## src/rtl/alu_pkg.sv

```systemverilog
package alu_pkg;

  typedef enum logic [3:0] {
    OP_ADD   = 4'd0,
    OP_SUB   = 4'd1,
    OP_ADC   = 4'd2,
    OP_SBB   = 4'd3,
    OP_INSLO = 4'd4,
    OP_INSHI = 4'd5,
    OP_AND   = 4'd6,
    OP_ANDN  = 4'd7,
    OP_XOR   = 4'd8,
    OP_XORN  = 4'd9,
    OP_OR    = 4'd10,
    OP_ORN   = 4'd11,
    OP_IMM   = 4'd12,
    OP_IMMN  = 4'd13
  } alu_op_e;

  typedef enum logic [2:0] {
    RS_ZERO,
    RS_SUM,
    RS_INSLO,
    RS_INSHI,
    RS_AND,
    RS_XOR,
    RS_OR,
    RS_IMM
  } res_sel_e;

  // Mask bit positions inside the flag write mask.
  localparam int FLAG_Z = 3;
  localparam int FLAG_S = 2;
  localparam int FLAG_O = 1;
  localparam int FLAG_C = 0;

  typedef struct packed {
    res_sel_e   resSel;
    logic       invB;      // invert operand B before use
    logic       subMode;   // arithmetic is a subtraction
    logic       useCarry;  // fold carryIn into the sum
    logic [3:0] flagWe;    // {Z,S,O,C}
  } alu_strobe_t;

endpackage

```

## src/rtl/alu_ctrl.sv

```systemverilog
module alu_ctrl
  import alu_pkg::*;
(
  input  logic [3:0]  opSel,
  output alu_strobe_t strobe
);

  always_comb begin
    strobe = '{resSel: RS_ZERO, invB: 1'b0, subMode: 1'b0,
               useCarry: 1'b0, flagWe: 4'b0000};
    unique case (opSel)
      OP_ADD:   begin strobe.resSel = RS_SUM; strobe.flagWe = 4'b1111; end
      OP_ADC:   begin strobe.resSel = RS_SUM; strobe.useCarry = 1'b1;
                      strobe.flagWe = 4'b1111; end
      OP_SUB:   begin strobe.resSel = RS_SUM; strobe.invB = 1'b1;
                      strobe.subMode = 1'b1; strobe.flagWe = 4'b1111; end
      OP_SBB:   begin strobe.resSel = RS_SUM; strobe.invB = 1'b1;
                      strobe.subMode = 1'b1; strobe.useCarry = 1'b1;
                      strobe.flagWe = 4'b1111; end
      OP_INSLO: begin strobe.resSel = RS_INSLO; strobe.flagWe = 4'b1111; end
      OP_INSHI: begin strobe.resSel = RS_INSHI; strobe.flagWe = 4'b1111; end
      OP_AND:   begin strobe.resSel = RS_AND; strobe.flagWe = 4'b1100; end
      OP_ANDN:  begin strobe.resSel = RS_AND; strobe.invB = 1'b1;
                      strobe.flagWe = 4'b1100; end
      OP_XOR:   begin strobe.resSel = RS_XOR; strobe.flagWe = 4'b1100; end
      OP_XORN:  begin strobe.resSel = RS_XOR; strobe.invB = 1'b1;
                      strobe.flagWe = 4'b1100; end
      OP_OR:    begin strobe.resSel = RS_OR; strobe.flagWe = 4'b1100; end
      OP_ORN:   begin strobe.resSel = RS_OR; strobe.invB = 1'b1;
                      strobe.flagWe = 4'b1100; end
      OP_IMM:   strobe.resSel = RS_IMM;
      OP_IMMN:  begin strobe.resSel = RS_IMM; strobe.invB = 1'b1; end
      default:  ;
    endcase
  end

endmodule

```

## src/rtl/alu_dpath.sv

```systemverilog
module alu_dpath
  import alu_pkg::*;
#(
  parameter int WIDTH = 32,
  parameter int IMM_W = 16
) (
  input  alu_strobe_t      strobe,
  input  logic [WIDTH-1:0] opA,
  input  logic [WIDTH-1:0] opB,
  input  logic             carryIn,
  input  logic             insBit,
  output logic [WIDTH-1:0] result,
  output logic [3:0]       flags
);

  localparam int MSB = WIDTH - 1;
  localparam int HI_W = WIDTH - IMM_W;

  logic [WIDTH-1:0] bEff;
  logic             cinEff;
  logic [WIDTH:0]   sumWide;
  logic [WIDTH-1:0] sum;
  logic             arithCf, arithOf;
  logic [3:0]       rawFlags;
  logic             shiftCf;

  assign bEff   = strobe.invB ? ~opB : opB;
  assign cinEff = strobe.subMode ? ~(strobe.useCarry & carryIn)
                                 : (strobe.useCarry & carryIn);
  assign sumWide = {1'b0, opA} + {1'b0, bEff} + {{WIDTH{1'b0}}, cinEff};
  assign sum     = sumWide[WIDTH-1:0];
  // Carry out inverted is the borrow for a subtraction.
  assign arithCf = strobe.subMode ? ~sumWide[WIDTH] : sumWide[WIDTH];
  assign arithOf = (opA[MSB] == bEff[MSB]) && (sum[MSB] != opA[MSB]);

  always_comb begin
    unique case (strobe.resSel)
      RS_SUM:   result = sum;
      RS_INSLO: result = {opA[MSB-1:0], insBit};
      RS_INSHI: result = {insBit, opA[MSB:1]};
      RS_AND:   result = opA & bEff;
      RS_XOR:   result = opA ^ bEff;
      RS_OR:    result = opA | bEff;
      RS_IMM:   result = {bEff[HI_W-1:0], opA[IMM_W-1:0]};
      default:  result = '0;
    endcase
  end

  assign shiftCf = (strobe.resSel == RS_INSLO) ? opA[MSB] : opA[0];

  always_comb begin
    rawFlags[FLAG_Z] = (result == '0);
    rawFlags[FLAG_S] = result[MSB];
    if (strobe.resSel == RS_SUM) begin
      rawFlags[FLAG_O] = arithOf;
      rawFlags[FLAG_C] = arithCf;
    end else begin
      rawFlags[FLAG_O] = result[MSB] ^ opA[MSB];
      rawFlags[FLAG_C] = shiftCf;
    end
  end

  assign flags = rawFlags & strobe.flagWe;

endmodule

```

## src/rtl/flag_alu.sv

```systemverilog
module flag_alu
  import alu_pkg::*;
#(
  parameter int WIDTH = 32,
  parameter int IMM_W = 16
) (
  input  logic [3:0]       opSel,
  input  logic [WIDTH-1:0] opA,
  input  logic [WIDTH-1:0] opB,
  input  logic             carryIn,
  input  logic             insBit,
  output logic [WIDTH-1:0] result,
  output logic             zfOut,
  output logic             sfOut,
  output logic             ofOut,
  output logic             cfOut,
  output logic [3:0]       flagWe
);

  alu_strobe_t strobe;
  logic [3:0]  flags;

  alu_ctrl u_ctrl (
    .opSel  (opSel),
    .strobe (strobe)
  );

  alu_dpath #(.WIDTH(WIDTH), .IMM_W(IMM_W)) u_dpath (
    .strobe  (strobe),
    .opA     (opA),
    .opB     (opB),
    .carryIn (carryIn),
    .insBit  (insBit),
    .result  (result),
    .flags   (flags)
  );

  assign zfOut  = flags[FLAG_Z];
  assign sfOut  = flags[FLAG_S];
  assign ofOut  = flags[FLAG_O];
  assign cfOut  = flags[FLAG_C];
  assign flagWe = strobe.flagWe;

endmodule

```

## config.mk

```make
export PLATFORM = sky130hd
export DESIGN_NAME = flag_alu
export DESIGN_NICKNAME = d
export VERILOG_FILES = /design/src/rtl/alu_pkg.sv /design/src/rtl/alu_ctrl.sv /design/src/rtl/alu_dpath.sv /design/src/rtl/flag_alu.sv
export SDC_FILE = /design/constraint.sdc
export NUM_CORES = 1
export LEC_CHECK = 0
export ABC_AREA = 0
export ABC_CLOCK_PERIOD_IN_PS = 34000
export CORE_ASPECT_RATIO = 1.1
export CORE_MARGIN = 2
export CORE_UTILIZATION = 35
export DETAILED_ROUTE_END_ITERATION = 10
export MAX_ROUTING_LAYER = met4
export SYNTH_ARGS = -nofsm -noshare
export SYNTH_HDL_FRONTEND = slang
export SYNTH_HIERARCHICAL = 1
export SYNTH_SLANG_ARGS = --single-unit
export TNS_END_PERCENT = 100
```

## constraint.sdc

```tcl
create_clock -name vclk -period 34
set_input_delay 10.2 -clock vclk [all_inputs]
set_output_delay 10.2 -clock vclk [all_outputs]
set_load 0.02 [all_outputs]
```

==> impl_metrics.env <==
export IMPL_ys_top_cells_by_area="ha_1 16%, a21oi_1 6.2%, inv_1 6.0%"
export IMPL_max_stage_delay_ns=0.75
export IMPL_layout_cells_non_filler=973
export IMPL_yosysWarnings=6
export IMPL_synth_yosys_seq_area_share_pct=0
export IMPL_timing_final_ws_setup_ns=7.60
export IMPL_port_buffers=110
export IMPL_power_leakage_nw=2.64
export IMPL_hold_viol=0
export IMPL_num_rows=45
export IMPL_dp_slack_ns=7.59
export IMPL_die_area_um2=15000
export IMPL_synth_area_um2=4900
export IMPL_antenna_found_initial=0
export IMPL_p_sw_share_pct=59.1
export IMPL_design_core_area_um2=13700
export IMPL_cts_hold_buf=0
export IMPL_num_io_pins=110
export IMPL_grt_pass1_wl_um=29800
export IMPL_worstHoldPathType="input pin to primary output"
export IMPL_final_seq_area_um2=0
export IMPL_area_delta_synth_final_pct=23.8
export IMPL_netSwitchingPower_mw=0.105
export IMPL_placed_cell_area_um2=6060
export IMPL_period_needed_ns=26.40
export IMPL_wl_met1_um=8010
export IMPL_crit_arrival_ns=16.20
export IMPL_initial_core_util_pct=35.7
export IMPL_tightest_slew_ns=0.915
export IMPL_gp_congestion=0.989
export IMPL_rsz0062_at_grt="false"
export IMPL_seqPwrFrac_pct=0
export IMPL_path_cells="clkdlybuf4s50_1 -> xnor2_1 -> a21boi_4 -> buf_4 -> xnor2_1 -> inv_1 -> fa_1 -> inv_1 -> fa_1 -> nand2b_1 -> a21oi_1 -> a211oi_4 -> nor4_1 -> or3_4 -> or3b_1 -> or4_1 -> nor4_2 -> nand4_1 -> nor4_2 -> clkdlybuf4s50_1"
export IMPL_finalSetupViolCount=0
export IMPL_cp_startpoint="opSel[3]"
export IMPL_vias=5721
export IMPL_clkPwrFrac_pct=0
export IMPL_p_comb_share_pct=100.0
export IMPL_maxCapViolCount=0
export IMPL_dp_cells=973
export IMPL_grt_pass1_vias=5559
export IMPL_finalSetupTns_ns=0
export IMPL_cp_required_ns=23.80
export IMPL_total_power_mw=0.177
export IMPL_drcViolationCount=0
export IMPL_clock_buffers=0
export IMPL_dr_pass1_iters=7
export IMPL_fin_area_um2=6060
export IMPL_synth_avg_cell_area_um2=6.78
export IMPL_whs_ns=21.62
export IMPL_wl_met3_um=1340
export IMPL_syn_nets=859
export IMPL_die_width_um=117
export IMPL_design_seq_count=0
export IMPL_p_int_mw=0.0723
export IMPL_cts_resized_gates=0
export IMPL_setup_worst_path_class="input pin to primary output"
export IMPL_max_slew_margin_pct=38.8
export IMPL_nFillCells=1462
export IMPL_cp_max_fo=32
export IMPL_layout_drive_gt1_share_pct=4.97
export IMPL_viasPerCell=5.88
export IMPL_fmax_ghz=0.0379
export IMPL_outcome="finished, final reports clean"
export IMPL_antennaDiodeCount=0
export IMPL_crit_end="zfOut"
export IMPL_cts_setup_buffers=0
export IMPL_start_kind="input pin"
export IMPL_cp_slowest_cell="clkdlybuf4s50_1"
export IMPL_grt_overflow=0
export IMPL_final_nets=923
export IMPL_post_route_util_pct=44.1
export IMPL_ant_nets=0
export IMPL_dpl_hpwl_um=15100
export IMPL_drv_slew=0
export IMPL_yosys_area_top_type="ha_1"
export IMPL_postSynthCellCount=723
export IMPL_synth_top_area_share_pct=16.3
export IMPL_die_h_um=128
export IMPL_wl_per_cell_um=20.0
export IMPL_track_usage_pct=26.0
export IMPL_ir_drop_v=0.0000130
export IMPL_drt_total_wl_um=19500
export IMPL_drt_iter0_drc=454
export IMPL_met2_length_um=9200
export IMPL_fin_crit_sh_pct=77.7
export IMPL_power_density_nw_per_um2=29.2
export IMPL_top_layer_used="met4"
export IMPL_synth_cell_type_count=75
export IMPL_grt_max_degree=66
export IMPL_setup_worst_path_end_class="primary output"
cells in the final DEF (no fill, tap or decap), types with 6 or more instances in the layout:
cell type / netlist / routed
xnor2_1: 21 / 20
nor2_1: 54 / 54
xor2_1: 29 / 29
ha_1: 64 / 64
and2_1: 8 / 8
nand2_1: 66 / 66
a21o_1: 15 / 15
clkdlybuf4s50_1: 0 / 110
a211oi_1: 12 / 12
mux4_2: 10 / 10
a21oi_1: 61 / 61
o31ai_1: 9 / 9
nand2b_1: 6 / 6
mux2i_1: 19 / 18
nand3_1: 14 / 14
o22ai_1: 8 / 7
buf_4: 5 / 7
nor3_1: 9 / 9
o21ai_0: 44 / 44
inv_1: 78 / 78
nand4_1: 8 / 8
o21bai_1: 6 / 6
o211ai_1: 14 / 14
a31oi_1: 8 / 8
a22oi_1: 7 / 7
a211o_1: 6 / 6
kinds of logic (layout without fill, tap and decap cells):
kind of cell,count (synthesis),after routing,synth area share (%)
and+or+nand+nor,195,195,19.3
AOI/OAI and AO/OA,244,244,33.5
buffers and inverters,134,196,11.5
muxes,34,34,9.63
xor gates and xnor gates,50,50,8.94
adders and majority gates,66,66,17.2
power by group through the flow:
stage	sequential (mW)	combinational, mW	clock, mW
floorplan	0	0.114	0
global placement	0	0.174	0
detailed placement	0	0.174	0
CTS	0	0.175	0
global route	0	0.191	0
finish	0	0.177	0
cell type report:
class                           count  area (um^2)  share of cell area [%]
Timing Repair Buffer              117         1150                    19.0
Inverter                           79          297                    4.89
Multi-Input combinational cell    589         4380                    72.2
Tap cell                          188          235                    3.88
Yosys cell counts, types with 12 or more instances:
| cell | instances |
|---|---|
| a211oi_1 | 12 |
| a21o_1 | 15 |
| a21oi_1 | 61 |
| clkbuf_1 | 30 |
| ha_1 | 64 |
| inv_1 | 78 |
| mux2i_1 | 19 |
| nand2_1 | 66 |
| nand3_1 | 14 |
| nor2_1 | 54 |
| o211ai_1 | 14 |
| o21ai_0 | 44 |
| xnor2_1 | 21 |
| xor2_1 | 29 |
layer usage:
layer	track usage (%)	up-vias
met1	32.4	2661
li1	-	2738
met5	-	-
met4	11.1	0
met2	42.9	271
met3	2.08	51
worst min path at each step:
stage / from / slack (ns) / cells past startpoint / end
2_1_floorplan: opA[31] / 20.53 / 1 / ofOut
3_3_place_gp: opA[31] / 21.63 / 3 / ofOut
3_5_place_dp: opA[31] / 21.62 / 3 / ofOut
4_1_cts: opA[31] / 21.62 / 3 / ofOut
5_1_grt: opA[31] / 21.65 / 3 / ofOut
6_report: opA[31] / 21.62 / 3 / ofOut
critical path: cells and delay by family:
family	cells	cell delay, ns
xor gates and xnor gates	2	0.41
AOI/OAI and AO/OA	3	0.71
buffers and inverters	5	2.07
adders and majority gates	2	0.63
and+or+nand+nor	8	2.14
(Power assumes the default switching activity.)
